<file path="src/rtl/rtc_spi_pkg.sv">
package rtc_spi_pkg;
  localparam int unsigned DATA_W       = 8;
  localparam int unsigned ADDR_W       = 4;
  localparam int unsigned CMD_RD_BIT   = 7;
  localparam int unsigned CMD_MARK_BIT = 4;
  localparam int unsigned SYNC_STAGES  = 2;

  typedef enum logic [2:0] {
    ST_IDLE,
    ST_CMD,
    ST_WR,
    ST_RD,
    ST_IGN
  } xfer_state_e;
endpackage

</file>
<file path="src/rtl/rtc_spi_sync.sv">
module rtc_spi_sync #(
  parameter int unsigned WIDTH  = 1,
  parameter int unsigned STAGES = 2
) (
  input  logic             clk,
  input  logic             rst_n,
  input  logic [WIDTH-1:0] d_in,
  output logic [WIDTH-1:0] q_out
);
  for (genvar g = 0; g < WIDTH; g++) begin : g_bit
    logic [STAGES-1:0] pipe_q;
    always_ff @(posedge clk or negedge rst_n) begin
      if (!rst_n) pipe_q <= '0;
      else        pipe_q <= {pipe_q[STAGES-2:0], d_in[g]};
    end
    assign q_out[g] = pipe_q[STAGES-1];
  end
endmodule

</file>
<file path="src/rtl/rtc_spi_shifter.sv">
module rtc_spi_shifter #(
  parameter int unsigned DATA_W = 8
) (
  input  logic              clk,
  input  logic              rst_n,
  input  logic              sel,
  input  logic              sclk_rise,
  input  logic              sclk_fall,
  input  logic              mosi_bit,
  input  logic              load_en,
  input  logic [DATA_W-1:0] load_data,
  output logic [DATA_W-1:0] rx_byte,
  output logic              byte_done,
  output logic              miso
);
  localparam int unsigned CNT_W = $clog2(DATA_W);
  localparam logic [CNT_W-1:0] LAST = CNT_W'(DATA_W - 1);

  logic [CNT_W-1:0]  cnt_q, cnt_d;
  logic [DATA_W-1:0] rx_q, rx_d;
  logic [DATA_W-1:0] tx_q, tx_d;

  always_comb begin
    cnt_d     = cnt_q;
    rx_d      = rx_q;
    tx_d      = tx_q;
    rx_byte   = {rx_q[DATA_W-2:0], mosi_bit};
    byte_done = sel && sclk_rise && (cnt_q == LAST);
    if (!sel) begin
      cnt_d = '0;
      tx_d  = '0;
    end else begin
      if (sclk_rise) begin
        rx_d  = rx_byte;
        cnt_d = (cnt_q == LAST) ? '0 : cnt_q + CNT_W'(1);
      end
      if (load_en)
        tx_d = load_data;
      else if (sclk_fall && (cnt_q != '0))
        tx_d = {tx_q[DATA_W-2:0], 1'b0};
    end
  end

  always_ff @(posedge clk or negedge rst_n) begin
    if (!rst_n) begin
      cnt_q <= '0;
      rx_q  <= '0;
      tx_q  <= '0;
    end else begin
      cnt_q <= cnt_d;
      rx_q  <= rx_d;
      tx_q  <= tx_d;
    end
  end

  assign miso = tx_q[DATA_W-1];

  p_tx_hold_r6: assert property (@(posedge clk) disable iff (!rst_n)
    (sel && !sclk_fall && !load_en) |=> $stable(miso))
    else $error("MISO moved without a falling SCLK edge or a load");
endmodule

</file>
<file path="src/rtl/rtc_spi_ctrl.sv">
module rtc_spi_ctrl
  import rtc_spi_pkg::*;
#(
  parameter int unsigned DATA_W = 8,
  parameter int unsigned ADDR_W = 4
) (
  input  logic              clk,
  input  logic              rst_n,
  input  logic              sel,
  input  logic              byte_done,
  input  logic [DATA_W-1:0] rx_byte,
  input  logic [DATA_W-1:0] rd_data,
  output logic [ADDR_W-1:0] reg_addr,
  output logic              reg_wr_en,
  output logic [DATA_W-1:0] reg_wr_data,
  output logic              reg_rd_en,
  output logic              load_en,
  output logic [DATA_W-1:0] load_data
);
  xfer_state_e       state_q, state_d;
  logic [ADDR_W-1:0] ptr_q, ptr_d;
  logic              wr_q, wr_d;
  logic [DATA_W-1:0] wdata_q, wdata_d;
  logic              fetch_q, fetch_d;
  logic              load_q, load_d;
  logic              unused_cmd_bits;

  assign unused_cmd_bits = &{1'b0, rx_byte};

  always_comb begin
    state_d = state_q;
    ptr_d   = ptr_q;
    wr_d    = 1'b0;
    wdata_d = wdata_q;
    fetch_d = 1'b0;
    load_d  = fetch_q;
    if (wr_q || load_q) ptr_d = ptr_q + ADDR_W'(1);
    case (state_q)
      ST_IDLE: state_d = ST_CMD;
      ST_CMD: if (byte_done) begin
        ptr_d = rx_byte[ADDR_W-1:0];
        if (!rx_byte[CMD_MARK_BIT]) state_d = ST_IGN;
        else if (rx_byte[CMD_RD_BIT]) begin
          state_d = ST_RD;
          fetch_d = 1'b1;
        end else state_d = ST_WR;
      end
      ST_WR: if (byte_done) begin
        wr_d    = 1'b1;
        wdata_d = rx_byte;
      end
      ST_RD: if (byte_done) fetch_d = 1'b1;
      default: ;
    endcase
    if (!sel) begin
      state_d = ST_IDLE;
      fetch_d = 1'b0;
      load_d  = 1'b0;
    end
  end

  always_ff @(posedge clk or negedge rst_n) begin
    if (!rst_n) begin
      state_q <= ST_IDLE;
      ptr_q   <= '0;
      wr_q    <= 1'b0;
      wdata_q <= '0;
      fetch_q <= 1'b0;
      load_q  <= 1'b0;
    end else begin
      state_q <= state_d;
      ptr_q   <= ptr_d;
      wr_q    <= wr_d;
      wdata_q <= wdata_d;
      fetch_q <= fetch_d;
      load_q  <= load_d;
    end
  end

  assign reg_addr    = ptr_q;
  assign reg_wr_en   = wr_q;
  assign reg_wr_data = wdata_q;
  assign reg_rd_en   = fetch_q;
  assign load_en     = load_q;
  assign load_data   = rd_data;

  p_quiet_idle_r1: assert property (@(posedge clk) disable iff (!rst_n)
    (state_q == ST_IDLE) |-> (!reg_wr_en && !reg_rd_en))
    else $error("register strobe while deselected");

  p_ignore_quiet_r5: assert property (@(posedge clk) disable iff (!rst_n)
    (state_q == ST_IGN) |-> (!reg_wr_en && !reg_rd_en && !load_en))
    else $error("register access after unmarked command");

  p_port_exclusive_r8: assert property (@(posedge clk) disable iff (!rst_n)
    !(reg_wr_en && reg_rd_en))
    else $error("write and read strobes together");

  p_addr_step_r4: assert property (@(posedge clk) disable iff (!rst_n)
    reg_wr_en |=> (reg_addr == ADDR_W'($past(reg_addr) + ADDR_W'(1))))
    else $error("address did not advance after a write");
endmodule

</file>
<file path="src/rtl/rtc_spi_regport.sv">
module rtc_spi_regport
  import rtc_spi_pkg::*;
#(
  parameter int unsigned DW = DATA_W,
  parameter int unsigned AW = ADDR_W,
  parameter int unsigned NSYNC = SYNC_STAGES
) (
  input  logic          clk,
  input  logic          rst_n,
  input  logic          spi_sclk,
  input  logic          spi_cs,
  input  logic          spi_mosi,
  output logic          spi_miso,
  output logic [AW-1:0] reg_addr,
  output logic          reg_wr_en,
  output logic [DW-1:0] reg_wr_data,
  output logic          reg_rd_en,
  input  logic [DW-1:0] reg_rd_data
);
  logic [1:0]    rst_pipe_q;
  logic          rst_n_int;
  logic [2:0]    pins_s;
  logic          sclk_s, cs_s, mosi_s;
  logic          sclk_d_q;
  logic          sclk_rise, sclk_fall;
  logic [DW-1:0] rx_byte;
  logic          byte_done;
  logic          load_en;
  logic [DW-1:0] load_data;

  always_ff @(posedge clk or negedge rst_n) begin
    if (!rst_n) rst_pipe_q <= 2'b00;
    else        rst_pipe_q <= {rst_pipe_q[0], 1'b1};
  end
  assign rst_n_int = rst_pipe_q[1];

  rtc_spi_sync #(.WIDTH(3), .STAGES(NSYNC)) u_sync (
    .clk   (clk),
    .rst_n (rst_n_int),
    .d_in  ({spi_sclk, spi_cs, spi_mosi}),
    .q_out (pins_s)
  );
  assign {sclk_s, cs_s, mosi_s} = pins_s;

  always_ff @(posedge clk or negedge rst_n_int) begin
    if (!rst_n_int) sclk_d_q <= 1'b0;
    else            sclk_d_q <= sclk_s;
  end
  assign sclk_rise = sclk_s && !sclk_d_q;
  assign sclk_fall = !sclk_s && sclk_d_q;

  rtc_spi_shifter #(.DATA_W(DW)) u_shift (
    .clk       (clk),
    .rst_n     (rst_n_int),
    .sel       (cs_s),
    .sclk_rise (sclk_rise),
    .sclk_fall (sclk_fall),
    .mosi_bit  (mosi_s),
    .load_en   (load_en),
    .load_data (load_data),
    .rx_byte   (rx_byte),
    .byte_done (byte_done),
    .miso      (spi_miso)
  );

  rtc_spi_ctrl #(.DATA_W(DW), .ADDR_W(AW)) u_ctrl (
    .clk         (clk),
    .rst_n       (rst_n_int),
    .sel         (cs_s),
    .byte_done   (byte_done),
    .rx_byte     (rx_byte),
    .rd_data     (reg_rd_data),
    .reg_addr    (reg_addr),
    .reg_wr_en   (reg_wr_en),
    .reg_wr_data (reg_wr_data),
    .reg_rd_en   (reg_rd_en),
    .load_en     (load_en),
    .load_data   (load_data)
  );

  p_miso_low_unsel_r1: assert property (@(posedge clk) disable iff (!rst_n_int)
    !cs_s |=> !spi_miso)
    else $error("MISO high while deselected");
endmodule

</file>
<file path="config.mk">
export PLATFORM = sky130hd
export DESIGN_NAME = rtc_spi_regport
export DESIGN_NICKNAME = d
export VERILOG_FILES = /design/src/rtl/rtc_spi_pkg.sv /design/src/rtl/rtc_spi_sync.sv /design/src/rtl/rtc_spi_shifter.sv /design/src/rtl/rtc_spi_ctrl.sv /design/src/rtl/rtc_spi_regport.sv
export SDC_FILE = /design/constraint.sdc
export NUM_CORES = 1
export LEC_CHECK = 0
export CORE_MARGIN = 3
export CORE_UTILIZATION = 54
export DETAILED_ROUTE_END_ITERATION = 7
export HOLD_SLACK_MARGIN = 0.1
export MAX_ROUTING_LAYER = met4
export PLACE_DENSITY_LB_ADDON = 0.1
export RECOVER_POWER = 25
export SYNTH_ARGS = -nofsm -noshare
export SYNTH_HDL_FRONTEND = slang
export SYNTH_HIERARCHICAL = 1
export SYNTH_SLANG_ARGS = --single-unit
</file>
<file path="constraint.sdc">
create_clock -name clk -period 1.7 [get_ports clk]
set_clock_uncertainty 0.05 [all_clocks]
set_input_delay 0.34 -clock clk [delete_from_list [all_inputs] [get_ports clk]]
set_output_delay 0.34 -clock clk [all_outputs]
set_load 0.01 [all_outputs]
</file>
Word-level counts from Yosys, hierarchy flattened
Cells that the tools add are included.
{"block": "totals", "reg_bits": 45, "input_bits": 13}
{"block": "op_classes", "add_sub_neg": 2, "n_eq_ne": 8, "mux": 22, "reduce_logical": 13}
{"operator": "8-bit 2-to-1 mux", "n": 3}
{"operator": "3-bit 2-to-1 mux", "n": 6}
{"operator": "4-bit 2-to-1 mux", "n": 3}
{"operator": "1-bit 2-to-1 mux", "n": 8}
{"operator": "3-bit by 2-bit == test with 1-bit output (second input constant)", "n": 2}
{"operator": "3-bit != test (second input constant)", "n": 2}
{"operator": "3-bit case mux with 2 select lines", "n": 1}
{"operator": "2-bit AND reduction", "n": 3}
{"operator": "1-bit logical AND", "n": 5}
{"operator": "4-bit by 1-bit adder with 4-bit output (second input constant)", "n": 1}
{"operator": "3-bit by 1-bit adder with 3-bit output (second input constant)", "n": 1}
{"operator": "3-bit by 1-bit == test with 1-bit output (second input constant)", "n": 1}
{"operator": "3-bit == test (second input constant)", "n": 1}
{"operator": "3-bit zero test", "n": 1}
{"operator": "3-bit by 2-bit != test with 1-bit output (second input constant)", "n": 1}
{"operator": "3-bit nonzero test", "n": 1}
{"operator": "1-bit zero test", "n": 2}
{"operator": "2-bit by 1-bit != test with 1-bit output (second input constant)", "n": 1}
{"operator": "1-bit case mux with 2 select lines", "n": 1}
{"operator": "1-bit logical OR", "n": 1}

Logic depth before layout (Yosys ltp)
Gate-level depths: netlist (run 1).
{"block": "logic_depth", "ltp_word": 7, "depth_mapped": 8, "depth_no_buf": 6}

Cells and area by module
The synthesis (run 1) kept the hierarchy.
{"module": "rtc_spi_shifter", "n_inst": 1, "cells_each": 70, "area_each_um2": 902.1, "seq_area_each_um2": 450.4}
{"module": "rtc_spi_ctrl", "n_inst": 1, "cells_each": 65, "area_each_um2": 857.1, "seq_area_each_um2": 450.4}
{"module": "rtc_spi_sync", "n_inst": 1, "cells_each": 9, "area_each_um2": 172.7, "seq_area_each_um2": 150.1}
{"module": "rtc_spi_regport", "n_inst": 1, "cells_each": 6, "area_each_um2": 93.8, "seq_area_each_um2": 75.1}

Least setup slack after synthesis (run 1)
No wires, ideal clock.
{"block": "synth_timing", "path_kind": "register -> register", "start": "register u_sync.g_bit[2].pipe_q[1]", "end": "register u_ctrl.wdata_q[0] (netlist: u_ctrl/reg_wr_data[0])", "setup_ps": 125, "arrival_time_ps": 1600, "required_ps": 1525, "slack_ps": -75, "path_stages_with_launch": 8, "n_path_buf": 3, "cell_sequence": "dfrtp_1 > buf_4 > nor2b_1 > buf_2 > and3_1 > nor4bb_4 > buf_6 > mux2_4"}
{"block": "synth_between", "elab_chain_cells": 4}
{"item": "start, declared", "line_no": "rtc_spi_sync.sv:11", "rtl": "logic [STAGES-1:0] pipe_q;"}
{"item": "start signal, assigned", "line_no": "rtc_spi_sync.sv:14", "rtl": "else pipe_q <= {pipe_q[STAGES-2:0], d_in[g]};"}
{"item": "1-bit logical AND", "line_no": "rtc_spi_regport.sv:49", "rtl": "assign sclk_rise = sclk_s && !sclk_d_q;"}
{"item": "via sclk_rise", "line_no": "rtc_spi_regport.sv:25", "rtl": "logic sclk_rise, sclk_fall;"}
{"item": "1-bit logical AND (2 in series)", "line_no": "rtc_spi_shifter.sv:28", "rtl": "byte_done = sel && sclk_rise && (cnt_q == LAST);"}
{"item": "via byte_done", "line_no": "rtc_spi_regport.sv:27", "rtl": "logic byte_done;"}
{"item": "2-bit AND reduction (no line)"}
{"item": "end signal, assigned", "line_no": "rtc_spi_ctrl.sv:74", "rtl": "wdata_q <= wdata_d;"}
{"item": "end, declared", "line_no": "rtc_spi_ctrl.sv:23", "rtl": "logic [DATA_W-1:0] wdata_q, wdata_d;"}
The timed path passes the listed nets, and every way through them passes these cells.
A chain may end at the register's enable or synchronous reset.

Worst setup path in the final report (run 1)
{"block": "layout_timing", "start": "register u_shift.cnt_q[0]", "end": "register u_ctrl.wdata_q[3] (netlist: u_ctrl/reg_wr_data[3])"}
{"block": "layout_between", "elab_chain_cells": 3}
{"item": "start, declared", "line_no": "rtc_spi_shifter.sv:19", "rtl": "logic [CNT_W-1:0] cnt_q, cnt_d;"}
{"item": "start signal, assigned", "line_no": "rtc_spi_shifter.sv:50", "rtl": "cnt_q <= cnt_d;"}
{"item": "3-bit == test", "line_no": "rtc_spi_shifter.sv:28"}
{"item": "1-bit logical AND", "line_no": "rtc_spi_shifter.sv:28"}
{"item": "via byte_done", "line_no": "rtc_spi_regport.sv:27"}
{"item": "2-bit AND reduction (no line)"}
The timed path passes the listed nets, and every way through them passes these cells.

==> results of run 1 <==
[layout by cell type, fill, tap and decap left out, types with 2 or more instances in the layout]
cell type        Yosys  final
a21oi_1              2      2
buf_4               14      9
clkbuf_1             0      2
clkbuf_8             0      6
clkdlybuf4s50_1      0     23
dfrtp_1             45     44
dlygate4sd3_1        0      4
ha_4                 0      2
inv_2                1      3
mux2_2               7      7
mux2_4              15     16
mux2i_1             10     10
nand2_1              6      3
nand2_2              0      3
nor2_1              12     12
nor4bb_4             1      2
o21a_1               2      2
o21ai_0              6      3
o21ai_2              0      2
xnor2_1              2      2
xor2_1               2      2
[power groups by stage]
stage	sequential [mW]	clock (mW)	combinational, mW
3_5_place_dp	1.28	0	0.176
5_1_grt	1.28	0.718	0.211
4_1_cts	1.25	0.677	0.178
6_report	1.26	0.650	0.186
2_1_floorplan	1.24	0	0.137
3_3_place_gp	1.26	0	0.166
[metal layers]
layer | vias up | GRT usage, % | wire length, um
li1 | 550 | - | -
met1 | 576 | 22.1 | 1570
met2 | 21 | 27.9 | 1740
met3 | 4 | 5.16 | 140
met4 | 0 | 7.59 | 35
met5 | - | - | 0
[Yosys cell counts, types with 2 or more instances]
master   instances
mux2_2           7
a21oi_1          2
nand2_1          6
o21ai_0          6
inv_1            3
xnor2_1          2
ha_1             4
nor2_1          12
xor2_1           2
mux2_4          15
mux2i_1         10
buf_4           14
buf_2            2
o21a_1           2
buf_6            2
dfrtp_1         45
[worst reg2reg max path, stage by stage, from the launching register on]
cell and delay, ns:
dfrtp_1 0.38, ha_2 0.20, ha_4 0.12, and3_4 0.19
nor4bb_4 0.25, buf_12 0.18, mux2_4 0.30
[through the flow]
stage                     hold WS [ns]  area (sq um)  setup slack (ns)  setup TNS [ns]  instances
after floorplan               -0.00559          2030           0.00945               0        150
after global routing             0.201          2480            -0.183           -1.71        224
after global placement           0.254          2310          0.000257               0        215
final                            0.216          2480           -0.0962          -0.727        224
after detailed placement         0.261          2310           -0.0470          -0.316        215
after CTS                        0.135          2400           -0.0690          -0.534        223
[worst paths after layout]
path	end	cells after the start	slack (ns)	start
worst max-delay path	u_ctrl/reg_wr_data[3]	6	-0.1	u_shift/cnt_q[0]
worst min-delay path	rst_pipe_q[1]	1	0.22	rst_n
worst max register to register	u_ctrl/reg_wr_data[3]	6	-0.1	u_shift/cnt_q[0]
worst min register to register	u_sync/g_bit[2].pipe_q[1]	0	0.23	rst_pipe_q[1]
max in group asynchronous	u_shift/tx_q[7]	1	0.78	rst_pipe_q[1]
min in group clk	u_sync/g_bit[1].pipe_q[1]	0	0.30	u_sync/g_bit[1].pipe_q[0]
[state kept, by name, indices dropped and copies added, names as in the netlist, 2 cells and up]
register,flops
rst_pipe_q,2
u_shift/cnt_q,3
u_ctrl/state_q,3
u_shift/tx_q,8
u_ctrl/reg_wr_data,8
u_sync/g_bit.pipe_q,6
u_shift/rx_q,7
u_ctrl/reg_addr,4
[timing repair]
item | 4_1_cts | 5_1_grt
gates resized for setup | 2 | 19
pin swaps | 0 | 3
setup buffers | 0 | 2
endpoints found under the setup margin | 17 | 19
[cell type report]
class                           count  area [sq um]  share of cell area (%)
Clock buffer                        8          90.1                    3.63
Inverter                            4          15.0                   0.605
Multi-Input combinational cell     83           822                    33.1
Sequential cell                    45          1130                    45.4
Tap cell                           46          57.6                    2.32
Timing Repair Buffer               38           369                    14.9
[cell families after synthesis]
logic type / count (synthesis) / synth area share [%]
multiplexers: 33 / 20.5
AO/OA/AOI/OAI: 12 / 3.58
buffers and inverters: 22 / 7.54
other: 1 / 0.185
adder cells (fa/ha/maj): 4 / 2.47
flip-flops: 45 / 55.6
AND/OR/NAND/NOR: 29 / 8.40
XOR/XNOR: 4 / 1.73
==> impl_results.html, run 1 <==
<table>
<tr><th>Metric</th><th>Value</th></tr>
<tr><th colspan="2">Run status</th></tr>
<tr><td>Status</td><td>finished, violations left</td></tr>
<tr><td>Violations in the final reports</td><td>setup timing</td></tr>
<tr><th colspan="2">Clock network</th></tr>
<tr><td>Clock insertion delay at the later pin of the skew report</td><td>around 0.29 ns</td></tr>
<tr><td>Num Clock Sinks</td><td>45</td></tr>
<tr><td>Master cell of the clock root buffer</td><td>clkbuf_8</td></tr>
<tr><td>Max Root-Sink Buffers</td><td>2</td></tr>
<tr><td>TritonCTS buffer count</td><td>5</td></tr>
<tr><td>Number of levels in the clock H-tree</td><td>2</td></tr>
<tr><td>Hold_buf cts</td><td>0</td></tr>
<tr><td>Clock Pin Slew Worst Setup and Hold Paths</td><td>about 0.08 ns</td></tr>
<tr><td>Clock tree from TritonCTS</td><td>yes</td></tr>
<tr><th colspan="2">Run</th></tr>
<tr><td># Max-Cap Violations</td><td>0</td></tr>
<tr><th colspan="2">Timing</th></tr>
<tr><td>Setup repair after global routing missed its margin</td><td>yes</td></tr>
<tr><td>Total count of max-transition violations in the final report</td><td>0</td></tr>
<tr><td>Final Hold Vio Count</td><td>0</td></tr>
<tr><td>Crit share post-route</td><td>106%</td></tr>
<tr><td>Worst Setup Slack, final</td><td>-0.0962 ns</td></tr>
<tr><td>Highest clock rate</td><td>557 MHz</td></tr>
<tr><td>Worst slew margin</td><td>59.1%</td></tr>
<tr><td>Final number of setup-violating endpoints</td><td>8</td></tr>
<tr><td>Least-Margin Pin Slew</td><td>~0.6 ns</td></tr>
<tr><td>Final critical path time including I/O delays and setup</td><td>1.80 ns</td></tr>
<tr><th colspan="2">Floorplanning</th></tr>
<tr><td>Number of placed I/O pins</td><td>28</td></tr>
<tr><td>Floorplan die width</td><td>67.2 um</td></tr>
<tr><td>Initial Utilization</td><td>58.4%</td></tr>
<tr><td>Overall die area</td><td>0.00452 sq mm</td></tr>
<tr><td>Die height</td><td>67.2 um</td></tr>
<tr><td>Core Box Area</td><td>about 0.0035 sq mm</td></tr>
<tr><td>Cell Rows</td><td>21</td></tr>
<tr><th colspan="2">Setup path</th></tr>
<tr><td>Category of the worst setup path capture point</td><td>register</td></tr>
<tr><td>Critical path data arrival time</td><td>1.92 ns</td></tr>
<tr><td>Critical path class</td><td>register to register</td></tr>
<tr><td>Worst-path maximum fanout</td><td>9</td></tr>
<tr><td>Type of origin of the critical path</td><td>register</td></tr>
<tr><td>Total buffers and inverters traversed by the critical path</td><td>1</td></tr>
<tr><td>Top cell family by delay on the critical path</td><td>simple AND/OR/NAND/NOR gates</td></tr>
<tr><td>Ordered cell list for the critical path</td><td>ha_2, ha_4, and3_4, nor4bb_4, buf_12, mux2_4</td></tr>
<tr><td>Biggest cell delay along the critical path</td><td>0.38 ns</td></tr>
<tr><td>Crit-path slowest cell</td><td>dfrtp_1</td></tr>
<tr><td>Data required time of the worst path</td><td>1.82 ns</td></tr>
<tr><th colspan="2">Pwr</th></tr>
<tr><td>Clock Power Share</td><td>31.0%</td></tr>
<tr><td>Logic gate share of total power</td><td>8.9%</td></tr>
<tr><td>Design internal power</td><td>1.60 mW</td></tr>
<tr><td>Overall power consumption</td><td>2.10 mW</td></tr>
<tr><td>Worst-case vdd ir drop</td><td>roughly 660 uV</td></tr>
<tr><td>Portion of total power attributed to sequential cells</td><td>60.1%</td></tr>
<tr><td>Leakage power figure</td><td>1.10 nW</td></tr>
<tr><td>Switching part of the total power</td><td>23.5%</td></tr>
<tr><td>Switching power of the nets</td><td>just under 0.5 mW</td></tr>
<tr><td>Pwr per Cell Area</td><td>around 840 mW/mm^2</td></tr>
<tr><th colspan="2">Synth</th></tr>
<tr><td>Async SR Flop Fraction</td><td>100%</td></tr>
<tr><td>Synthesized netlist cell count</td><td>150</td></tr>
<tr><td>Portion of synthesized cell area occupied by the leading cell type</td><td>between 50 and 60%</td></tr>
<tr><td>Cell type contributing the most total cell area after synthesis</td><td>dfrtp_1</td></tr>
<tr><td>EDFF count, synth</td><td>0</td></tr>
<tr><td>Cells taking the most area after synthesis</td><td>dfrtp_1 56%, mux2_4 11%, buf_4 5.2%, mux2i_1 4.9%, mux2_2 3.9%</td></tr>
<tr><td>Distinct cells, synth</td><td>32</td></tr>
<tr><td>Portion of the post-synthesis area used by sequential elements</td><td>55.6%</td></tr>
<tr><td>Synthesis-stage register bit count</td><td>45</td></tr>
<tr><td>Most frequently used flop master after synthesis</td><td>dfrtp_1</td></tr>
<tr><td>Summed instance area of the synthesized netlist</td><td>0.00203 sq mm</td></tr>
<tr><td>Synthesis Warnings</td><td>6</td></tr>
<tr><td>Mapped Nets</td><td>167</td></tr>
<tr><td>Post-Synthesis Mean Instance Area</td><td>13.5 sq um</td></tr>
<tr><th colspan="2">Drt</th></tr>
<tr><td>Avg Vias per Cell</td><td>~5.1</td></tr>
<tr><td>DRT Wirelength</td><td>3480 um</td></tr>
<tr><td>Routed vias</td><td>about 1200</td></tr>
<tr><td>Wire per inst</td><td>15.5 um</td></tr>
<tr><td>ANT nets after route</td><td>0</td></tr>
<tr><td>Iter 0 DRT Violations</td><td>18</td></tr>
<tr><td>Number of search-and-repair iterations in the first detailed-routing pass</td><td>4</td></tr>
<tr><td>DRC violations left</td><td>0</td></tr>
<tr><th colspan="2">Layout</th></tr>
<tr><td>Number of fill cells</td><td>240</td></tr>
<tr><td>Share of cells above drive strength 1</td><td>between 30% and 40%</td></tr>
<tr><td>Area added between synthesis and finish</td><td>22.5%</td></tr>
<tr><td>N_diodes</td><td>0</td></tr>
<tr><td>Fin util</td><td>71.5%</td></tr>
<tr><td>Total number of nets in the final design</td><td>around 190</td></tr>
<tr><th colspan="2">Worst hold path</th></tr>
<tr><td>Hold Crit Class</td><td>primary input to async pin</td></tr>
<tr><th colspan="2">Global route</th></tr>
<tr><td>Global-route wire length before repair</td><td>5670 um</td></tr>
<tr><td>Maximum number of pins on one net before global-route repair</td><td>31</td></tr>
<tr><td>Total global routing overflow</td><td>0</td></tr>
<tr><td>Number of global-route vias before repair</td><td>1219</td></tr>
<tr><td>Antenna violations before repair</td><td>0</td></tr>
<tr><td>Total global-route track usage</td><td>~18%</td></tr>
<tr><th colspan="2">Place</th></tr>
<tr><td>Global placement routability congestion</td><td>0.810</td></tr>
<tr><td>Number of port buffers</td><td>27</td></tr>
<tr><td>Placed wire-length estimate after detailed placement</td><td>between 2000 and 2500 um</td></tr>
</table>
No activity file was read; power rests on OpenSTA's default activity.
==> run 2: changes to the inputs <==
--- a/config.mk
+++ b/config.mk
@@ -8,3 +8,4 @@
 export CORE_MARGIN = 3
-export CORE_UTILIZATION = 54
+export CORE_UTILIZATION = 56
+export CTS_BUF_LIST = sky130_fd_sc_hd__clkbuf_4 sky130_fd_sc_hd__clkbuf_8
 export DETAILED_ROUTE_END_ITERATION = 7
==> constraint.sdc (replaced) <==
create_clock -name clk -period 1.7 [get_ports clk]
set_clock_uncertainty 0.05 [all_clocks]
set_input_delay 0.51 -clock clk [delete_from_list [all_inputs] [get_ports clk]]
set_output_delay 0.51 -clock clk [all_outputs]
set_load 0.01 [all_outputs]
==> run 2 against run 1 <==
Net effect:
- the flow still finishes with violations (setup timing)
- non-clock buffer count grew 3
- sequential share of layout area rose by 1.5 points
- count of clock-buffer cells in the layout did not move
- critical path depth stayed put
==> impl_results.html, run 2 (synthesized netlist as in run 1, its figures left out) <==
<table>
<tr><th>Metric</th><th>Value</th></tr>
<tr><th colspan="2">Place</th></tr>
<tr><td>Number of port buffers</td><td>27 (unchanged)</td></tr>
<tr><td>Placed inst area</td><td>0.00230 sq mm (-0.33%)</td></tr>
<tr><td>Setup WS pre-CTS</td><td>-0.0405 ns (+0.00653 ns)</td></tr>
<tr><td>Placed wire-length estimate after detailed placement</td><td>2450 um (-0.32%)</td></tr>
<tr><td>Global placement routability congestion</td><td>0.718 (-11%)</td></tr>
<tr><th colspan="2">Setup path</th></tr>
<tr><td>Critical path class</td><td>register to register</td></tr>
<tr><td>Reg-to-reg setup timing slack</td><td>-0.07 ns (+0.03 ns)</td></tr>
<tr><td>Critical path startpoint</td><td>u_shift/cnt_q[1]</td></tr>
<tr><td>Biggest cell delay along the critical path</td><td>0.40 ns (+0.02 ns)</td></tr>
<tr><td>Type of origin of the critical path</td><td>register</td></tr>
<tr><td>Crit-path slowest cell</td><td>dfrtp_1</td></tr>
<tr><td>Category of the worst setup path capture point</td><td>register</td></tr>
<tr><td>CP dominant cell by count</td><td>ha_1</td></tr>
<tr><td>Worst R2R End</td><td>u_ctrl/reg_wr_data[6]</td></tr>
<tr><td>Number of cells on the worst reg-to-reg path</td><td>6 (unchanged)</td></tr>
<tr><td>Critical path data arrival time</td><td>1.94 ns (+0.02 ns)</td></tr>
<tr><td>Beginning of the worst register-to-register path</td><td>u_shift/cnt_q[1]</td></tr>
<tr><td>Ordered cell list for the critical path</td><td>ha_1, ha_1, and3_4, nor4bb_4, buf_12, mux2_4</td></tr>
<tr><td>Data required time of the worst path</td><td>1.88 ns (+0.06 ns)</td></tr>
<tr><td>Worst-path maximum fanout</td><td>9 (unchanged)</td></tr>
<tr><th colspan="2">Floorplanning</th></tr>
<tr><td>Floorplan die width</td><td>66.1 um (-1.6%)</td></tr>
<tr><td>Initial Utilization</td><td>59.3% (+0.90 points)</td></tr>
<tr><td>Core Box Area</td><td>0.00342 sq mm (-1.5%)</td></tr>
<tr><td>Cell Rows</td><td>21 (unchanged)</td></tr>
<tr><td>Die height</td><td>66.1 um (-1.6%)</td></tr>
<tr><td>Number of placed I/O pins</td><td>28 (unchanged)</td></tr>
<tr><td>Overall die area</td><td>0.00438 sq mm (-3.2%)</td></tr>
<tr><th colspan="2">Pwr</th></tr>
<tr><td>Worst-case vdd ir drop</td><td>728 uV (+9.5%)</td></tr>
<tr><td>Pwr per Cell Area</td><td>817 mW/mm^2 (-3.3%)</td></tr>
<tr><td>Leakage power figure</td><td>1.18 nW (+7.2%)</td></tr>
<tr><th colspan="2">Global route</th></tr>
<tr><td>Maximum number of pins on one net before global-route repair</td><td>25 (-19%)</td></tr>
<tr><td>Gr busiest metal</td><td>met2</td></tr>
<tr><td>Global-route wire length before repair</td><td>5750 um (+1.5%)</td></tr>
<tr><td>Total global-route track usage</td><td>18.0% (+0.034 points)</td></tr>
<tr><td>Antenna violations before repair</td><td>0 (unchanged)</td></tr>
<tr><td>Global routing met2 resource utilization</td><td>28.3% (+0.40 points)</td></tr>
<tr><td>M1 GR Usage</td><td>22.8% (+0.77 points)</td></tr>
<tr><td>Number of global-route vias before repair</td><td>1227 (+0.66%)</td></tr>
<tr><td>Met3 Track Usage GR</td><td>3.57% (-1.6 points)</td></tr>
<tr><td>Total global routing overflow</td><td>0 (unchanged)</td></tr>
<tr><th colspan="2">Clock network</th></tr>
<tr><td>Num Clock Sinks</td><td>45 (unchanged)</td></tr>
<tr><td>Master cell of the clock root buffer</td><td>clkbuf_4</td></tr>
<tr><td>TritonCTS buffer count</td><td>5 (unchanged)</td></tr>
<tr><td>Number of levels in the clock H-tree</td><td>2 (unchanged)</td></tr>
<tr><td>Max Root-Sink Buffers</td><td>2 (unchanged)</td></tr>
<tr><td>Clock Pin Slew Worst Setup and Hold Paths</td><td>0.12 ns (+0.04 ns)</td></tr>
<tr><td>Clock tree from TritonCTS</td><td>yes</td></tr>
<tr><td>Clock insertion delay at the later pin of the skew report</td><td>0.34 ns (+0.05 ns)</td></tr>
<tr><th colspan="2">Layout</th></tr>
<tr><td>Share of cells above drive strength 1</td><td>28.7% (-3.9 points)</td></tr>
<tr><td>Most used cells in the layout excluding fill and tap cells</td><td>44 x dfrtp_1, 15 x dlygate4sd2_1, 15 x mux2_4</td></tr>
<tr><td>Most common cell after layout, fill and taps aside</td><td>dfrtp_1</td></tr>
<tr><td>Total number of nets in the final design</td><td>197 (+1.5%)</td></tr>
<tr><td>Number of fill cells</td><td>256 (+6.7%)</td></tr>
<tr><td>Area added between synthesis and finish</td><td>18.6%</td></tr>
<tr><td>N_diodes</td><td>0 (unchanged)</td></tr>
<tr><td>Final cell area excluding filler cells</td><td>0.00240 sq mm (-3.2%)</td></tr>
<tr><th colspan="2">Timing</th></tr>
<tr><td>Final Hold Vio Count</td><td>0 (unchanged)</td></tr>
<tr><td>Worst Setup Slack, final</td><td>-0.0652 ns (+0.0310 ns)</td></tr>
<tr><td>Worst slew margin</td><td>65.0% (+5.9 points)</td></tr>
<tr><td>Least-Margin Pin Slew</td><td>0.526 ns (-0.0878 ns)</td></tr>
<tr><td>Total count of max-transition violations in the final report</td><td>0 (unchanged)</td></tr>
<tr><td>Worst hold margin</td><td>0.203 ns (-0.0138 ns)</td></tr>
<tr><td>Highest clock rate</td><td>567 MHz (+1.8%)</td></tr>
<tr><td>Final critical path time including I/O delays and setup</td><td>1.77 ns (-0.0310 ns)</td></tr>
<tr><td>Setup repair after global routing missed its margin</td><td>yes</td></tr>
<tr><td>Crit share post-route</td><td>104% (-1.8 points)</td></tr>
<tr><td>Final number of setup-violating endpoints</td><td>8 (unchanged)</td></tr>
<tr><th colspan="2">Drt</th></tr>
<tr><td>DRT Wirelength</td><td>3280 um (-5.8%)</td></tr>
<tr><td>DRC violations left</td><td>0 (unchanged)</td></tr>
<tr><td>Avg Vias per Cell</td><td>5.08 (-1.1%)</td></tr>
<tr><td>Wire per inst</td><td>14.4 um (-7.1%)</td></tr>
<tr><td>ANT nets after route</td><td>0 (unchanged)</td></tr>
<tr><td>Iter 0 DRT Violations</td><td>35 (+17)</td></tr>
<tr><td>Number of search-and-repair iterations in the first detailed-routing pass</td><td>3 (-1)</td></tr>
<tr><td>Routed vias</td><td>1154 (+0.26%)</td></tr>
<tr><th colspan="2">Run status</th></tr>
<tr><td>Status</td><td>finished, violations left</td></tr>
<tr><td>Violations in the final reports</td><td>setup timing</td></tr>
<tr><th colspan="2">Run</th></tr>
<tr><td># Max-Cap Violations</td><td>0 (unchanged)</td></tr>
<tr><th colspan="2">Worst hold path</th></tr>
<tr><td>Hold Crit Class</td><td>register to async pin</td></tr>
</table>
[run 2: changes by cell type in the layout (fill, tap and decap cells not counted), moves of 3 or more]
cell             before  now
nand2_1               3    6
dlygate4sd2_1         0   15
clkbuf_4              0    7
clkbuf_8              6    1
ha_1                  1    4
nand2_2               3    0
clkdlybuf4s50_1      23    8
o21ai_0               3    6
buf_4                 9   13
[run 2: where the power goes]
group	leakage, nW	internal, mW	switching (mW)
Clock	0.0394	0.237	0.300
Combinational	0.553	0.113	0.0600
Sequential	0.593	1.15	0.101
Total	1.18	1.50	0.461
[run 2: layer usage]
layer / routed length, um / vias to the layer above
li1: - / 552
met1: 1480 / 577
met2: 1650 / 21
met3: 104 / 4
met4: 46 / 0
met5: 0 / -
[run 2: worst max-delay path: cells and delay by family, from the launching register on]
family / cells / cell delay, ns
and+or+nand+nor: 2 / 0.43
DFF: 1 / 0.40
muxes: 1 / 0.30
adders and majority gates: 2 / 0.28
buffers and inverters: 1 / 0.18
[run 2: cell type report]
type	count	area (sq um)	area share (%)
timing repair buffer	41	369	15.4
inverter	4	15.0	0.625
clock buffer	8	66.3	2.76
sequential	45	1130	46.9
multi-input combinational	83	767	31.9
tap	46	57.6	2.40
[run 2: how the worst max path moves through the flow]
stage | end | slack (ns) | depth (start not counted)
after floorplan | u_ctrl/reg_addr[3] | 0.009 | 7
after global placement | u_ctrl/reg_wr_data[3] | -0.009 | 6
after detailed placement | u_ctrl/reg_addr[3] | -0.04 | 5
after CTS | u_ctrl/reg_wr_data[6] | -0.07 | 6
after global routing | u_ctrl/reg_wr_data[7] | -0.17 | 6
final | u_ctrl/reg_wr_data[6] | -0.07 | 6
[run 2: per-stage QoR]
step | instances | total power, mW | TNS (ns) | utilization [%]
5_1_grt | 227 | 2.08 | -1.56 | 70.3
3_5_place_dp | 214 | 1.45 | -0.323 | 67.4
6_report | 227 | 1.96 | -0.459 | 70.3
3_3_place_gp | 214 | 1.43 | -0.0692 | 67.4
4_1_cts | 226 | 1.99 | -0.500 | 69.9
2_1_floorplan | 150 | 1.38 | 0 | -
[run 2: what timing repair did]
action                     in CTS  in global routing
resized for setup              17                  1
hold buffers                    0                  0
buffers inserted                4                  1
setup endpoints to repair      33                 20
==> run 3: changes to the inputs <==
CTS_CLUSTER_SIZE = 14   (was default)
SETUP_SLACK_MARGIN = 0.02   (was default)
SKIP_LAST_GASP = 1   (was default)
==> run 3 against run 2 <==
Net effect:
- the flow still finishes with violations (setup timing)
- final area is 1.7% higher
- worst hold slack better by 0.11 ns
- critical path type unchanged
- sequential share of layout area is 0.79 points lower
- total power is 0.33% higher
- register-to-register slack worse by 0.03 ns
- die area stayed put
- critical endpoint is now u_ctrl/reg_wr_data[4]
- routed wire length is 0.49% higher
- first-iteration DRC count is 34% higher
- highest routed layer unchanged
- combinational power is 9% higher
==> impl_results.html, run 3 (synthesized netlist as in run 1, its figures left out) <==
<table>
<tr><th>Metric</th><th>Value</th></tr>
<tr><th colspan="2">Setup path</th></tr>
<tr><td>Critical path class</td><td>register to register</td></tr>
<tr><td>Category of the worst setup path capture point</td><td>register</td></tr>
<tr><td>Type of origin of the critical path</td><td>register</td></tr>
<tr><td>Data required time of the worst path</td><td>1.89 ns (about the same)</td></tr>
<tr><td>Worst-path maximum fanout</td><td>9 (unchanged)</td></tr>
<tr><td>Critical path data arrival time</td><td>1.98 ns (+0.04 ns)</td></tr>
<tr><td>Crit-path slowest cell</td><td>dfrtp_1</td></tr>
<tr><td>Biggest cell delay along the critical path</td><td>0.40 ns (about the same)</td></tr>
<tr><td>Ordered cell list for the critical path</td><td>ha_2, ha_1, and3_4, nor4bb_4, buf_12, mux2_4</td></tr>
<tr><th colspan="2">Place</th></tr>
<tr><td>Global placement routability congestion</td><td>0.799 (+11%)</td></tr>
<tr><td>Count of placed standard cells including taps</td><td>213 (-0.47%)</td></tr>
<tr><td>Number of port buffers</td><td>27 (unchanged)</td></tr>
<tr><td>Placed wire-length estimate after detailed placement</td><td>2170 um (-11%)</td></tr>
<tr><td>Placed inst area</td><td>0.00230 sq mm (-0.16%)</td></tr>
<tr><th colspan="2">Clock network</th></tr>
<tr><td>Clock Pin Slew Worst Setup and Hold Paths</td><td>0.12 ns (about the same)</td></tr>
<tr><td>Master cell of the clock root buffer</td><td>clkbuf_4</td></tr>
<tr><td>Clock insertion delay at the later pin of the skew report</td><td>0.34 ns (about the same)</td></tr>
<tr><td>Number of levels in the clock H-tree</td><td>2 (unchanged)</td></tr>
<tr><td>Clock tree from TritonCTS</td><td>yes</td></tr>
<tr><td>Num Clock Sinks</td><td>45 (unchanged)</td></tr>
<tr><td>Max Root-Sink Buffers</td><td>2 (unchanged)</td></tr>
<tr><td>TritonCTS buffer count</td><td>5 (unchanged)</td></tr>
<tr><th colspan="2">Global route</th></tr>
<tr><td>Total global-route track usage</td><td>18.1% (+0.072 points)</td></tr>
<tr><td>Antenna violations before repair</td><td>0 (unchanged)</td></tr>
<tr><td>Number of global-route vias before repair</td><td>1236 (+0.73%)</td></tr>
<tr><td>Total global routing overflow</td><td>0 (unchanged)</td></tr>
<tr><td>Global-route wire length before repair</td><td>5690 um (-1.2%)</td></tr>
<tr><td>Maximum number of pins on one net before global-route repair</td><td>44 (+76%)</td></tr>
<tr><th colspan="2">Timing</th></tr>
<tr><td>Highest clock rate</td><td>558 MHz (-1.6%)</td></tr>
<tr><td>Worst Setup Slack, final</td><td>-0.0937 ns (-0.0285 ns)</td></tr>
<tr><td>Final Hold Vio Count</td><td>0 (unchanged)</td></tr>
<tr><td>Worst slew margin</td><td>33.6% (-31 points)</td></tr>
<tr><td>Setup repair after global routing missed its margin</td><td>yes</td></tr>
<tr><td>Final critical path time including I/O delays and setup</td><td>1.79 ns (+0.0285 ns)</td></tr>
<tr><td>Final number of setup-violating endpoints</td><td>8 (unchanged)</td></tr>
<tr><td>Total count of max-transition violations in the final report</td><td>0 (unchanged)</td></tr>
<tr><td>Least-Margin Pin Slew</td><td>0.997 ns (+0.471 ns)</td></tr>
<tr><td>Crit share post-route</td><td>106% (+1.7 points)</td></tr>
<tr><td>Worst hold margin</td><td>0.310 ns (+0.107 ns)</td></tr>
<tr><th colspan="2">Drt</th></tr>
<tr><td>Number of search-and-repair iterations in the first detailed-routing pass</td><td>3 (unchanged)</td></tr>
<tr><td>Routed vias</td><td>1177 (+2.0%)</td></tr>
<tr><td>ANT nets after route</td><td>0 (unchanged)</td></tr>
<tr><td>DRT Wirelength</td><td>3290 um (+0.49%)</td></tr>
<tr><td>Wire per inst</td><td>14.4 um (about the same)</td></tr>
<tr><td>Avg Vias per Cell</td><td>5.16 (+1.5%)</td></tr>
<tr><td>DRC violations left</td><td>0 (unchanged)</td></tr>
<tr><td>Iter 0 DRT Violations</td><td>47 (+34%)</td></tr>
<tr><th colspan="2">Layout</th></tr>
<tr><td>Most used cells in the layout excluding fill and tap cells</td><td>44 x dfrtp_1, 16 x mux2_4, 13 x dlygate4sd2_1</td></tr>
<tr><td>Number of fill cells</td><td>259 (+1.2%)</td></tr>
<tr><td>Filler-free cell count of the finished design</td><td>228 (+0.44%)</td></tr>
<tr><td>Total number of nets in the final design</td><td>198 (+0.51%)</td></tr>
<tr><td>Most common cell after layout, fill and taps aside</td><td>dfrtp_1</td></tr>
<tr><td>Area added between synthesis and finish</td><td>20.6%</td></tr>
<tr><td>Share of cells above drive strength 1</td><td>31.3% (+2.6 points)</td></tr>
<tr><td>Final cell area excluding filler cells</td><td>0.00244 sq mm (+1.7%)</td></tr>
<tr><td>N_diodes</td><td>0 (unchanged)</td></tr>
<tr><th colspan="2">Floorplanning</th></tr>
<tr><td>Number of placed I/O pins</td><td>28 (unchanged)</td></tr>
<tr><td>Core Box Area</td><td>0.00342 sq mm (unchanged)</td></tr>
<tr><td>Overall die area</td><td>0.00438 sq mm (unchanged)</td></tr>
<tr><td>Initial Utilization</td><td>59.3% (unchanged)</td></tr>
<tr><td>Floorplan die width</td><td>66.1 um (unchanged)</td></tr>
<tr><td>Cell Rows</td><td>21 (unchanged)</td></tr>
<tr><td>Die height</td><td>66.1 um (unchanged)</td></tr>
<tr><th colspan="2">Pwr</th></tr>
<tr><td>Leakage power figure</td><td>1.20 nW (+1.4%)</td></tr>
<tr><td>Worst-case vdd ir drop</td><td>675 uV (-7.2%)</td></tr>
<tr><td>Pwr per Cell Area</td><td>806 mW/mm^2 (-1.4%)</td></tr>
<tr><th colspan="2">Run status</th></tr>
<tr><td>Status</td><td>finished, violations left</td></tr>
<tr><td>Violations in the final reports</td><td>setup timing</td></tr>
<tr><th colspan="2">Worst hold path</th></tr>
<tr><td>Hold Crit Class</td><td>register to register</td></tr>
<tr><th colspan="2">Run</th></tr>
<tr><td># Max-Cap Violations</td><td>0 (unchanged)</td></tr>
</table>
## run 3: changes by cell type in the layout (fill, tap and decap cells not counted), sizes merged
| cell | previous run | this run |
|---|---|---|
| clkdlybuf4s15 | 0 | 1 |
| dlygate4sd2 | 15 | 13 |
| dlymetal6s2s | 0 | 1 |
| clkbuf | 8 | 9 |
## run 3: final cells by class
cell class	instances	area, sq um	share of cell area (%)
Multi-Input combinational cell	83	795	32.5
Tap cell	46	57.6	2.36
Inverter	4	15.0	0.614
Clock buffer	8	66.3	2.71
Sequential cell	45	1130	46.1
Timing Repair Buffer	42	383	15.7
## run 3: metal layers
metal | global-route usage (%) | up-vias | share of wire (%)
met4 | 6.85 | 0 | 1.8
met3 | 4.59 | 7 | 4.1
met5 | - | - | 0
li1 | - | 558 | -
met2 | 28.5 | 23 | 49
met1 | 22.4 | 589 | 45
## run 3: stage by stage
step	setup slack (ns)	util, %	setup TNS [ns]	total power, mW
floorplan	0.0184	-	0	1.38
global placement	-0.00328	67.3	-0.0212	1.43
detailed placement	-0.133	67.3	-0.364	1.44
CTS	-0.117	70.6	-0.667	1.99
global route	-0.167	71.5	-1.37	2.09
finish	-0.0937	71.5	-0.697	1.97
## run 3: timing repair
item,CTS,global route
hold endpoints to repair,0,0
setup endpoints to repair,31,22
buffers inserted,6,2
pin swaps,1,2
hold buffers,0,0
gates resized for setup,18,10
## run 3: worst max-delay path: cells and delay by family, from the launching register on
family,cells,cell delay (ns)
mux,1,0.30
fa+ha+maj,2,0.31
flops,1,0.40
simple gates,2,0.44
buf+inv,1,0.18
## run 3: power by group
part	switching [mW]	internal, mW
clock	0.309	0.236
combinational	0.0727	0.116
sequential	0.0822	1.15
total	0.464	1.50
## run 3: final timing paths
kind	to	startpoint	cells after the start	slack [ns]
max	u_ctrl/reg_wr_data[4]	u_shift/cnt_q[0]	6	-0.09
min	u_sync/g_bit[1].pipe_q[1]	u_sync/g_bit[1].pipe_q[0]	0	0.31
max reg2reg	u_ctrl/reg_wr_data[4]	u_shift/cnt_q[0]	6	-0.09
min reg2reg	u_sync/g_bit[1].pipe_q[1]	u_sync/g_bit[1].pipe_q[0]	0	0.31
max in group asynchronous	u_ctrl/state_q[1]	rst_pipe_q[1]	1	0.53
min in group asynchronous	rst_pipe_q[1]	rst_n	1	0.32
